**config.mk**
```make
export PLATFORM = sky130hd
export DESIGN_NAME = dma_reg_gate
export DESIGN_NICKNAME = d
export VERILOG_FILES = /design/src/rtl/dma_gate_pkg.sv /design/src/rtl/dma_gate_fsm.sv /design/src/rtl/dma_gate_regs.sv /design/src/rtl/dma_reg_gate.sv
export SDC_FILE = /design/constraint.sdc
export NUM_CORES = 1
export LEC_CHECK = 0
export ABC_AREA = 0
export ABC_CLOCK_PERIOD_IN_PS = 2300
export BUFFER_PORTS_ARGS = -buffer_cell sky130_fd_sc_hd__buf_2
export CORE_MARGIN = 2
export CORE_UTILIZATION = 49
export CTS_CLUSTER_SIZE = 24
export DETAILED_ROUTE_END_ITERATION = 6
export PLACE_DENSITY = 0.88
export SYNTH_ARGS = -nofsm -noshare
export SYNTH_HDL_FRONTEND = slang
export SYNTH_SLANG_ARGS = --single-unit
```
**constraint.sdc**
```tcl
create_clock -name clk -period 2.3 [get_ports clk]
set_clock_uncertainty 0.15 [all_clocks]
set_input_delay 0.23 -clock clk [delete_from_list [all_inputs] [get_ports clk]]
set_output_delay 0.23 -clock clk [all_outputs]
set_load 0.05 [all_outputs]
```
**src/rtl/dma_gate_pkg.sv**
```systemverilog
package dma_gate_pkg;

    localparam int DW    = 32;
    localparam int SEL_W = 2;

    typedef enum logic [SEL_W-1:0] {
        SEL_CTRL  = 2'd0,
        SEL_FLASH = 2'd1,
        SEL_DRAM  = 2'd2,
        SEL_LEN   = 2'd3
    } reg_sel_e;

    typedef enum logic [1:0] {
        ST_LOCKED = 2'd0,
        ST_OPEN   = 2'd1,
        ST_FIRE   = 2'd2
    } gate_state_e;

    localparam logic [DW-1:0] CLAIM_WORD   = 32'hAEED_0000;
    localparam logic [DW-1:0] RELEASE_WORD = 32'hDEEA_0000;
    localparam logic [DW-1:0] FLAG_BITS    = 32'hC000_0000;

endpackage

```
**src/rtl/dma_gate_fsm.sv**
```systemverilog
module dma_gate_fsm
    import dma_gate_pkg::*;
#(
    parameter bit GRANT_EN = 1'b1,
    parameter int EN_BIT   = 0
) (
    input  logic             clk,
    input  logic             rst_n,
    input  logic             wr_en,
    input  logic [SEL_W-1:0] wr_sel,
    input  logic [DW-1:0]    wr_data,
    output logic [DW-1:0]    ctrl_merged,
    output logic             wr_accept,
    output logic             gate_open,
    output logic             start_pulse,
    output logic             err_pulse
);

    gate_state_e state_q, state_d;
    logic        err_q;
    logic        is_ctrl, allowed, cmd_claim, cmd_release, deny, launch;

    always_comb begin
        gate_open   = (state_q == ST_OPEN);
        allowed     = !GRANT_EN || gate_open;
        ctrl_merged = GRANT_EN ? (wr_data | (gate_open ? FLAG_BITS : '0)) : wr_data;
        is_ctrl     = wr_en && (wr_sel == SEL_CTRL);
        cmd_claim   = GRANT_EN && is_ctrl && (ctrl_merged == CLAIM_WORD);
        cmd_release = GRANT_EN && is_ctrl && (ctrl_merged == RELEASE_WORD);
        wr_accept   = wr_en && allowed && !cmd_claim && !cmd_release;
        deny        = wr_en && !allowed && !cmd_claim && !cmd_release;
        launch      = wr_accept && is_ctrl && ctrl_merged[EN_BIT];
    end

    always_comb begin
        state_d = state_q;
        unique case (state_q)
            ST_LOCKED: begin
                if (cmd_claim)   state_d = ST_OPEN;
                else if (launch) state_d = ST_FIRE;
            end
            ST_OPEN: begin
                if (cmd_release)                 state_d = ST_LOCKED;
                else if (launch)                 state_d = ST_FIRE;
                else if (wr_accept && is_ctrl)   state_d = ST_LOCKED;
            end
            ST_FIRE: begin
                if (cmd_claim)   state_d = ST_OPEN;
                else if (launch) state_d = ST_FIRE;
                else             state_d = ST_LOCKED;
            end
            default: state_d = ST_LOCKED;
        endcase
    end

    always_ff @(posedge clk or negedge rst_n) begin
        if (!rst_n) begin
            state_q <= ST_LOCKED;
            err_q   <= 1'b0;
        end else begin
            state_q <= state_d;
            err_q   <= deny;
        end
    end

    always_comb begin
        start_pulse = (state_q == ST_FIRE);
        err_pulse   = err_q;
    end

endmodule

```
**src/rtl/dma_gate_regs.sv**
```systemverilog
module dma_gate_regs
    import dma_gate_pkg::*;
#(
    parameter logic [DW-1:0] FLASH_MASK = 32'h0FFF_FFFC,
    parameter logic [DW-1:0] DRAM_MASK  = 32'h3FFF_FFFC,
    parameter logic [DW-1:0] LEN_MASK   = 32'h01FF_FFFC
) (
    input  logic             clk,
    input  logic             rst_n,
    input  logic             wr_accept,
    input  logic [SEL_W-1:0] wr_sel,
    input  logic [DW-1:0]    wr_data,
    input  logic [DW-3:0]    ctrl_low,
    output logic [DW-3:0]    ctrl_q,
    output logic [DW-1:0]    flash_q,
    output logic [DW-1:0]    dram_q,
    output logic [DW-1:0]    len_q
);

    always_ff @(posedge clk or negedge rst_n) begin
        if (!rst_n) begin
            ctrl_q  <= '0;
            flash_q <= '0;
            dram_q  <= '0;
            len_q   <= '0;
        end else if (wr_accept) begin
            unique case (reg_sel_e'(wr_sel))
                SEL_CTRL:  ctrl_q  <= ctrl_low;
                SEL_FLASH: flash_q <= wr_data & FLASH_MASK;
                SEL_DRAM:  dram_q  <= wr_data & DRAM_MASK;
                SEL_LEN:   len_q   <= wr_data & LEN_MASK;
                default:   ctrl_q  <= ctrl_q;
            endcase
        end
    end

endmodule

```
**src/rtl/dma_reg_gate.sv**
```systemverilog
module dma_reg_gate
    import dma_gate_pkg::*;
#(
    parameter bit            GRANT_EN   = 1'b1,
    parameter int            EN_BIT     = 0,
    parameter logic [31:0]   FLASH_MASK = 32'h0FFF_FFFC,
    parameter logic [31:0]   DRAM_MASK  = 32'h3FFF_FFFC,
    parameter logic [31:0]   LEN_MASK   = 32'h01FF_FFFC
) (
    input  logic        clk,
    input  logic        rst_n,
    input  logic        wr_en,
    input  logic [1:0]  wr_sel,
    input  logic [31:0] wr_data,
    input  logic [1:0]  rd_sel,
    output logic [31:0] rd_data,
    output logic        dma_start,
    output logic [31:0] dma_ctrl,
    output logic [31:0] dma_flash_addr,
    output logic [31:0] dma_dram_addr,
    output logic [31:0] dma_len,
    output logic        access_err
);

    logic [DW-1:0] ctrl_merged;
    logic [DW-3:0] ctrl_q;
    logic          wr_accept;
    logic          gate_open;

    dma_gate_fsm #(
        .GRANT_EN (GRANT_EN),
        .EN_BIT   (EN_BIT)
    ) u_fsm (
        .clk         (clk),
        .rst_n       (rst_n),
        .wr_en       (wr_en),
        .wr_sel      (wr_sel),
        .wr_data     (wr_data),
        .ctrl_merged (ctrl_merged),
        .wr_accept   (wr_accept),
        .gate_open   (gate_open),
        .start_pulse (dma_start),
        .err_pulse   (access_err)
    );

    dma_gate_regs #(
        .FLASH_MASK (FLASH_MASK),
        .DRAM_MASK  (DRAM_MASK),
        .LEN_MASK   (LEN_MASK)
    ) u_regs (
        .clk       (clk),
        .rst_n     (rst_n),
        .wr_accept (wr_accept),
        .wr_sel    (wr_sel),
        .wr_data   (wr_data),
        .ctrl_low  (ctrl_merged[DW-3:0]),
        .ctrl_q    (ctrl_q),
        .flash_q   (dma_flash_addr),
        .dram_q    (dma_dram_addr),
        .len_q     (dma_len)
    );

    assign dma_ctrl = {2'b00, ctrl_q};

    always_comb begin
        unique case (reg_sel_e'(rd_sel))
            SEL_CTRL:  rd_data = {gate_open, gate_open, ctrl_q};
            SEL_FLASH: rd_data = dma_flash_addr;
            SEL_DRAM:  rd_data = dma_dram_addr;
            SEL_LEN:   rd_data = dma_len;
            default:   rd_data = '0;
        endcase
    end

endmodule

```
Word level (Yosys, flattened, before mapping)
Cells that the tools add are included.
{"block": "op_classes", "n_mux": 10, "n_reduce_logical": 22, "n_bitwise": 1, "eq_ne": 12}
{"operator": "32-bit one-hot mux with 4 select lines", "n": 1}
{"operator": "32-bit equality test, second input constant", "n": 2}
{"operator": "32-bit 2-to-1 mux", "n": 1}
{"operator": "32-bit OR", "n": 1}
{"operator": "2-bit 2-to-1 mux", "n": 7}
{"operator": "1-bit logical AND", "n": 11}
{"operator": "2-bit equality test, second input constant", "n": 5}
{"operator": "2-bit AND reduction", "n": 5}
{"operator": "2-bit by 1-bit equality test with 1-bit output, second input constant", "n": 3}
{"operator": "2-bit zero test", "n": 3}
{"operator": "2-bit one-hot mux with 3 select lines", "n": 1}
{"operator": "4-bit by 1-bit inequality test with 1-bit output, second input constant", "n": 1}
{"operator": "1-bit zero test", "n": 3}
{"operator": "3-bit by 1-bit inequality test with 1-bit output, second input constant", "n": 1}
{"block": "totals", "regBits": 110, "input_bits": 39, "wordCells": 51, "out_inout_bits": 162}

Longest topological paths before layout
{"block": "depth", "ltp_word": 13, "mapped_depth": 6, "ltp_nobuf": 5}

Cells and area by module
Synthesis repeated with hierarchy kept, for this count alone.
{"block": "unflattened", "hier_cells": 351, "area_unflattened_um2": 5571.6}
{"module": "dma_gate_regs", "area_per_inst_um2": 4231.6, "seq_area_each_um2": 2677.6, "cells_per_inst": 248, "instances": 1}
{"module": "dma_reg_gate", "area_per_inst_um2": 837.1, "seq_area_each_um2": 0.0, "cells_per_inst": 43, "instances": 1}
{"module": "dma_gate_fsm", "area_per_inst_um2": 503.0, "seq_area_each_um2": 75.1, "cells_per_inst": 60, "instances": 1}

Least setup slack after synthesis
No wires, ideal clock.
{"block": "synth_timing", "kind": "input to output", "start": "in rd_sel[0]", "end": "out rd_data[31]", "n_path_buf": 3, "t_required_ns": 1.920, "path_slack_ns": -0.247, "stages": 4, "arrival_time_ns": 2.167, "cell_sequence": "clkbuf_1 -> clkbuf_1 -> nor3_1 -> buf_4"}
{"block": "synth_between", "elab_chain_len": 2, "word_cells_on_any_way": 5, "classes_between": "3 x eq/ne; 1 x mux; 1 x reduce/logical"}
{"element": "from (decl)", "line_no": "dma_reg_gate.sv:15", "rtl": "input logic [1:0] rd_sel,"}
{"element": "2-bit equality test (tied with other cells)", "line_no": "dma_reg_gate.sv:66", "rtl": "unique case (reg_sel_e'(rd_sel))"}
{"element": "32-bit one-hot mux with 4 select lines *", "line_no": "dma_reg_gate.sv:66"}
{"element": "to (decl)", "line_no": "dma_reg_gate.sv:16", "rtl": "output logic [31:0] rd_data,"}
Mark *: on every way between the ends. The rest lies on a longest branch, timed or not.

Worst setup path after layout
{"block": "layout_timing", "start": "in wr_data[1]", "end": "reg u_regs.ctrl_q[12]"}
{"block": "layout_between", "elab_chain_len": 7, "word_cells_on_any_way": 10, "classes_between": "2 x eq/ne; 1 x bitwise; 7 x reduce/logical"}
{"element": "from (decl)", "line_no": "dma_reg_gate.sv:14", "rtl": "input logic [31:0] wr_data,"}
{"element": "32-bit OR *", "line_no": "dma_gate_fsm.sv:26", "rtl": "ctrl_merged = GRANT_EN ? (wr_data | (gate_open ? FLAG_BITS : '0)) : wr_data;"}
{"element": "32-bit equality test", "line_no": "dma_gate_fsm.sv:28", "rtl": "cmd_claim = GRANT_EN && is_ctrl && (ctrl_merged == CLAIM_WORD);"}
{"element": "1-bit logical AND", "line_no": "dma_gate_fsm.sv:28"}
{"element": "1-bit zero test", "line_no": "dma_gate_fsm.sv:30", "rtl": "wr_accept = wr_en && allowed && !cmd_claim && !cmd_release;"}
{"element": "1-bit logical AND", "line_no": "dma_gate_fsm.sv:30"}
{"element": "1-bit logical AND *", "line_no": "dma_gate_fsm.sv:30"}
{"element": "2-bit AND reduction (no source line) *"}
{"element": "to (signal assigned)", "line_no": "dma_gate_regs.sv:28", "rtl": "SEL_CTRL: ctrl_q <= ctrl_low;"}
{"element": "to (signal assigned)", "line_no": "dma_gate_regs.sv:32", "rtl": "default: ctrl_q <= ctrl_q;"}
{"element": "to (decl)", "line_no": "dma_gate_regs.sv:14", "rtl": "output logic [DW-3:0] ctrl_q,"}
Marks and branches as above.
A chain may end at the register's enable or synchronous reset.

==> results.md <==
- Outcome: finished, final reports clean
- Share of cells above drive strength 1: 0.636
- Worst-path cell chain: dlygate4sd3_1, nor4_4, nand4_1, nor4_4, a21oi_4, clkbuf_16, mux2_4
- Die area: 11,400 um2
- Post-DP HPWL: 9410 um
- Period utilization: 0.960
- DR WL/cell: 19.9 um
- CTS H-tree depth: 3
- R2R Setup Slk: 0.19 ns
- Setup-failing EPs final: 0
- Remaining DRCs: 0
- Synthesized area: 5180 um2
- Worst Hold Class: in -> reg
- Critical path required time: 2.40 ns
- Yosys reg bits: 110
- Crit-path max FO: 7
- Port bufs: 179
- Synthesis-to-finish area growth: 27.5%
- Die height: 107 um
- Vias: 3,657
- Gr usage total: 0.238
- Synth Area per Inst: 15.7 um2
- Global-route wire length before repair: 20,700 um
- Hold path cells: 2
- Initial antenna violation count: 0
- Startpoint types: primary input
- Worst Path Class, Setup: in -> reg
- GP Congestion: 0.803
- Hold path start: wr_data[20]
- Vias in the first global route: 3,734
- # fillers: 787
- Clk_lat worst skew: 0.36 ns
- Slew Viols, Final: 0
- WL final: 13,300 um
- Total area of sequential cells: 2750 um2
- Synth warn: 0
- Max-slew headroom: 0.592
- Total CTS buffers: 9
- Part of the Yosys area used for sequential elements: 0.531
- Syn Inst Count: 330
- Least-Margin Pin Slew: 0.612 ns
- Fin nets: 567
- Vias per Instance: 5.47
- Total gr overflow: 0
- Top delay family on crit path: simple AND/OR/NAND/NOR gates
- Clk buf depth: 2
- Die Width: 107 um
- Postcts setup bufs: 0
- Final hold vios: 0
- Initial Util: 0.504
- # IOs: 201
- Hold path endpoint: u_regs.ctrl_q[20]$_DFFE_PN0P_
- Rows: 37
- Synth cell types: 34
- Critical Path Most Common Cell: nor4_4
- Clock-pin slew on the worst setup and hold paths: 0.10 ns
- R2R Path Start: u_fsm.state_q[1]$_DFFE_PN0P_
- Clk sinks: 110
- Number of antenna diodes: 0
- Area of the multi-input gates: 2280 um2
- Max-Cap Viols: 0
- RSZ-0062 raised after global routing: no
- Worst setup EP type: flop
- Core ar.: 10,300 um2
- R2R Path End: u_regs.ctrl_q[12]$_DFFE_PN0P_
- 1st-iter DRT viols: 145
- Antenna Nets Post-Route: 0
- Largest net degree at the start of global routing: 111
- Worst reg2reg path depth: 6
- Fmax: 0.453 GHz
- Critical path's slowest cell: dlygate4sd3_1
- TritonRoute pass-1 iters: 4
- CTS root buf: clkbuf_8
- Worst path buffer plus inverter count: 2
- Arrival time worst endpoint: 2.30 ns
- Tmin final: 2.21 ns
- Setup TNS: 0 ns
- TritonCTS clock tree: built
- Critical Path Max Stage Delay: 0.60 ns
[cells in the mapped netlist, drive strengths merged]
cell / n / area share
dfrtp: 110 / 0.53
buf: 34 / 0.047
nor4b: 1 / 0.0017
nand4: 3 / 0.0036
nor2b: 3 / 0.0036
and4bb: 1 / 0.0024
and2: 1 / 0.0012
nand4b: 1 / 0.0017
nor2: 5 / 0.0036
nand3: 2 / 0.0019
mux4: 23 / 0.10
nor3: 2 / 0.0019
nor3b: 2 / 0.0029
mux2i: 6 / 0.012
nand4bb: 1 / 0.0022
nand2: 7 / 0.0051
a21oi: 2 / 0.0027
nor4: 5 / 0.0089
clkbuf: 5 / 0.0036
o21ai: 4 / 0.0039
conb: 1 / 0.00072
nor4bb: 1 / 0.0019
nand2b: 1 / 0.0012
mux2: 107 / 0.25
and2b: 1 / 0.0014
o31ai: 1 / 0.0014
[metrics by stage]
step	hold WS [ns]	util	instance area (um2)	cells	setup WS, ns
after detailed placement	0.200	0.607	6240	640	0.0410
after CTS	0.000406	0.638	6550	669	0.0340
final	0.0128	0.643	6610	669	0.0918
after global routing	0.00217	0.643	6610	669	0.0178
after floorplan	-0.216	-	5260	350	0.0765
after global placement	0.193	0.607	6240	640	0.0709
[cell families after synthesis]
logic type | after synthesis | synth area share
AOI/OAI and AO/OA | 7 | 0.00797
buffers and inverters | 39 | 0.0502
DFF | 110 | 0.531
muxes | 136 | 0.364
other | 1 | 0.000724
and+or+nand+nor | 37 | 0.0454
[repair_timing]
action	CTS	global route
endpoints found under the hold margin	132	0
setup endpoints to repair	0	30
hold buffers	13	0
resized for setup	0	2
[registers in the layout, indices dropped and copies added (netlist names)]
name and count:
u_fsm.err_pulse 1, u_fsm.state_q 2, u_regs.ctrl_q 30, u_regs.dram_q 28, u_regs.flash_q 26, u_regs.len_q 23
[worst max path at each step]
stage / end / slack (ns) / cells past startpoint / startpoint
after detailed placement: u_regs.ctrl_q[20]$_DFFE_PN0P_ / 0.04 / 7 / wr_data[9]
after global routing: u_regs.ctrl_q[16]$_DFFE_PN0P_ / 0.02 / 7 / wr_data[1]
after global placement: u_regs.ctrl_q[19]$_DFFE_PN0P_ / 0.07 / 7 / wr_data[9]
final: u_regs.ctrl_q[12]$_DFFE_PN0P_ / 0.09 / 7 / wr_data[1]
after CTS: u_regs.ctrl_q[0]$_DFFE_PN0P_ / 0.03 / 8 / wr_data[1]
after floorplan: rd_data[0] / 0.08 / 1 / u_regs.ctrl_q[0]$_DFFE_PN0P_
[layer usage]
metal / vias to the layer above / track usage / wire [um]
li1: 1576 / - / -
met1: 1891 / 0.309 / 5400
met2: 169 / 0.406 / 6840
met3: 21 / 0.0377 / 827
met4: 0 / 0.0835 / 248
met5: - / 0 / 0
[cell usage in the layout, fill, tap and decap left out, types with 3 or more instances in the layout]
| master | count |
|---|---|
| clkbuf_8 | 9 |
| buf_4 | 11 |
| dfrtp_1 | 110 |
| mux2_4 | 28 |
| clkbuf_1 | 3 |
| conb_1 | 21 |
| mux2i_1 | 6 |
| o21ai_1 | 4 |
| mux2_2 | 77 |
| nand2_1 | 7 |
| buf_2 | 176 |
| nand4_1 | 3 |
| mux4_2 | 23 |
| nor2b_1 | 3 |
| nor2_1 | 4 |
| nor4_1 | 3 |
| buf_12 | 4 |
| dlygate4sd3_1 | 13 |
[cell type report]
type	count	area share
repair buffers	206	0.185
clock inverters	4	0.00720
flip-flops and latches	110	0.417
clock buffers	12	0.0205
multi-input cells	201	0.345
well taps	136	0.0258
Power is left out: the tool's default activity adds up to more than one toggle a clock period on the data nets, which glitch-free logic cannot reach.
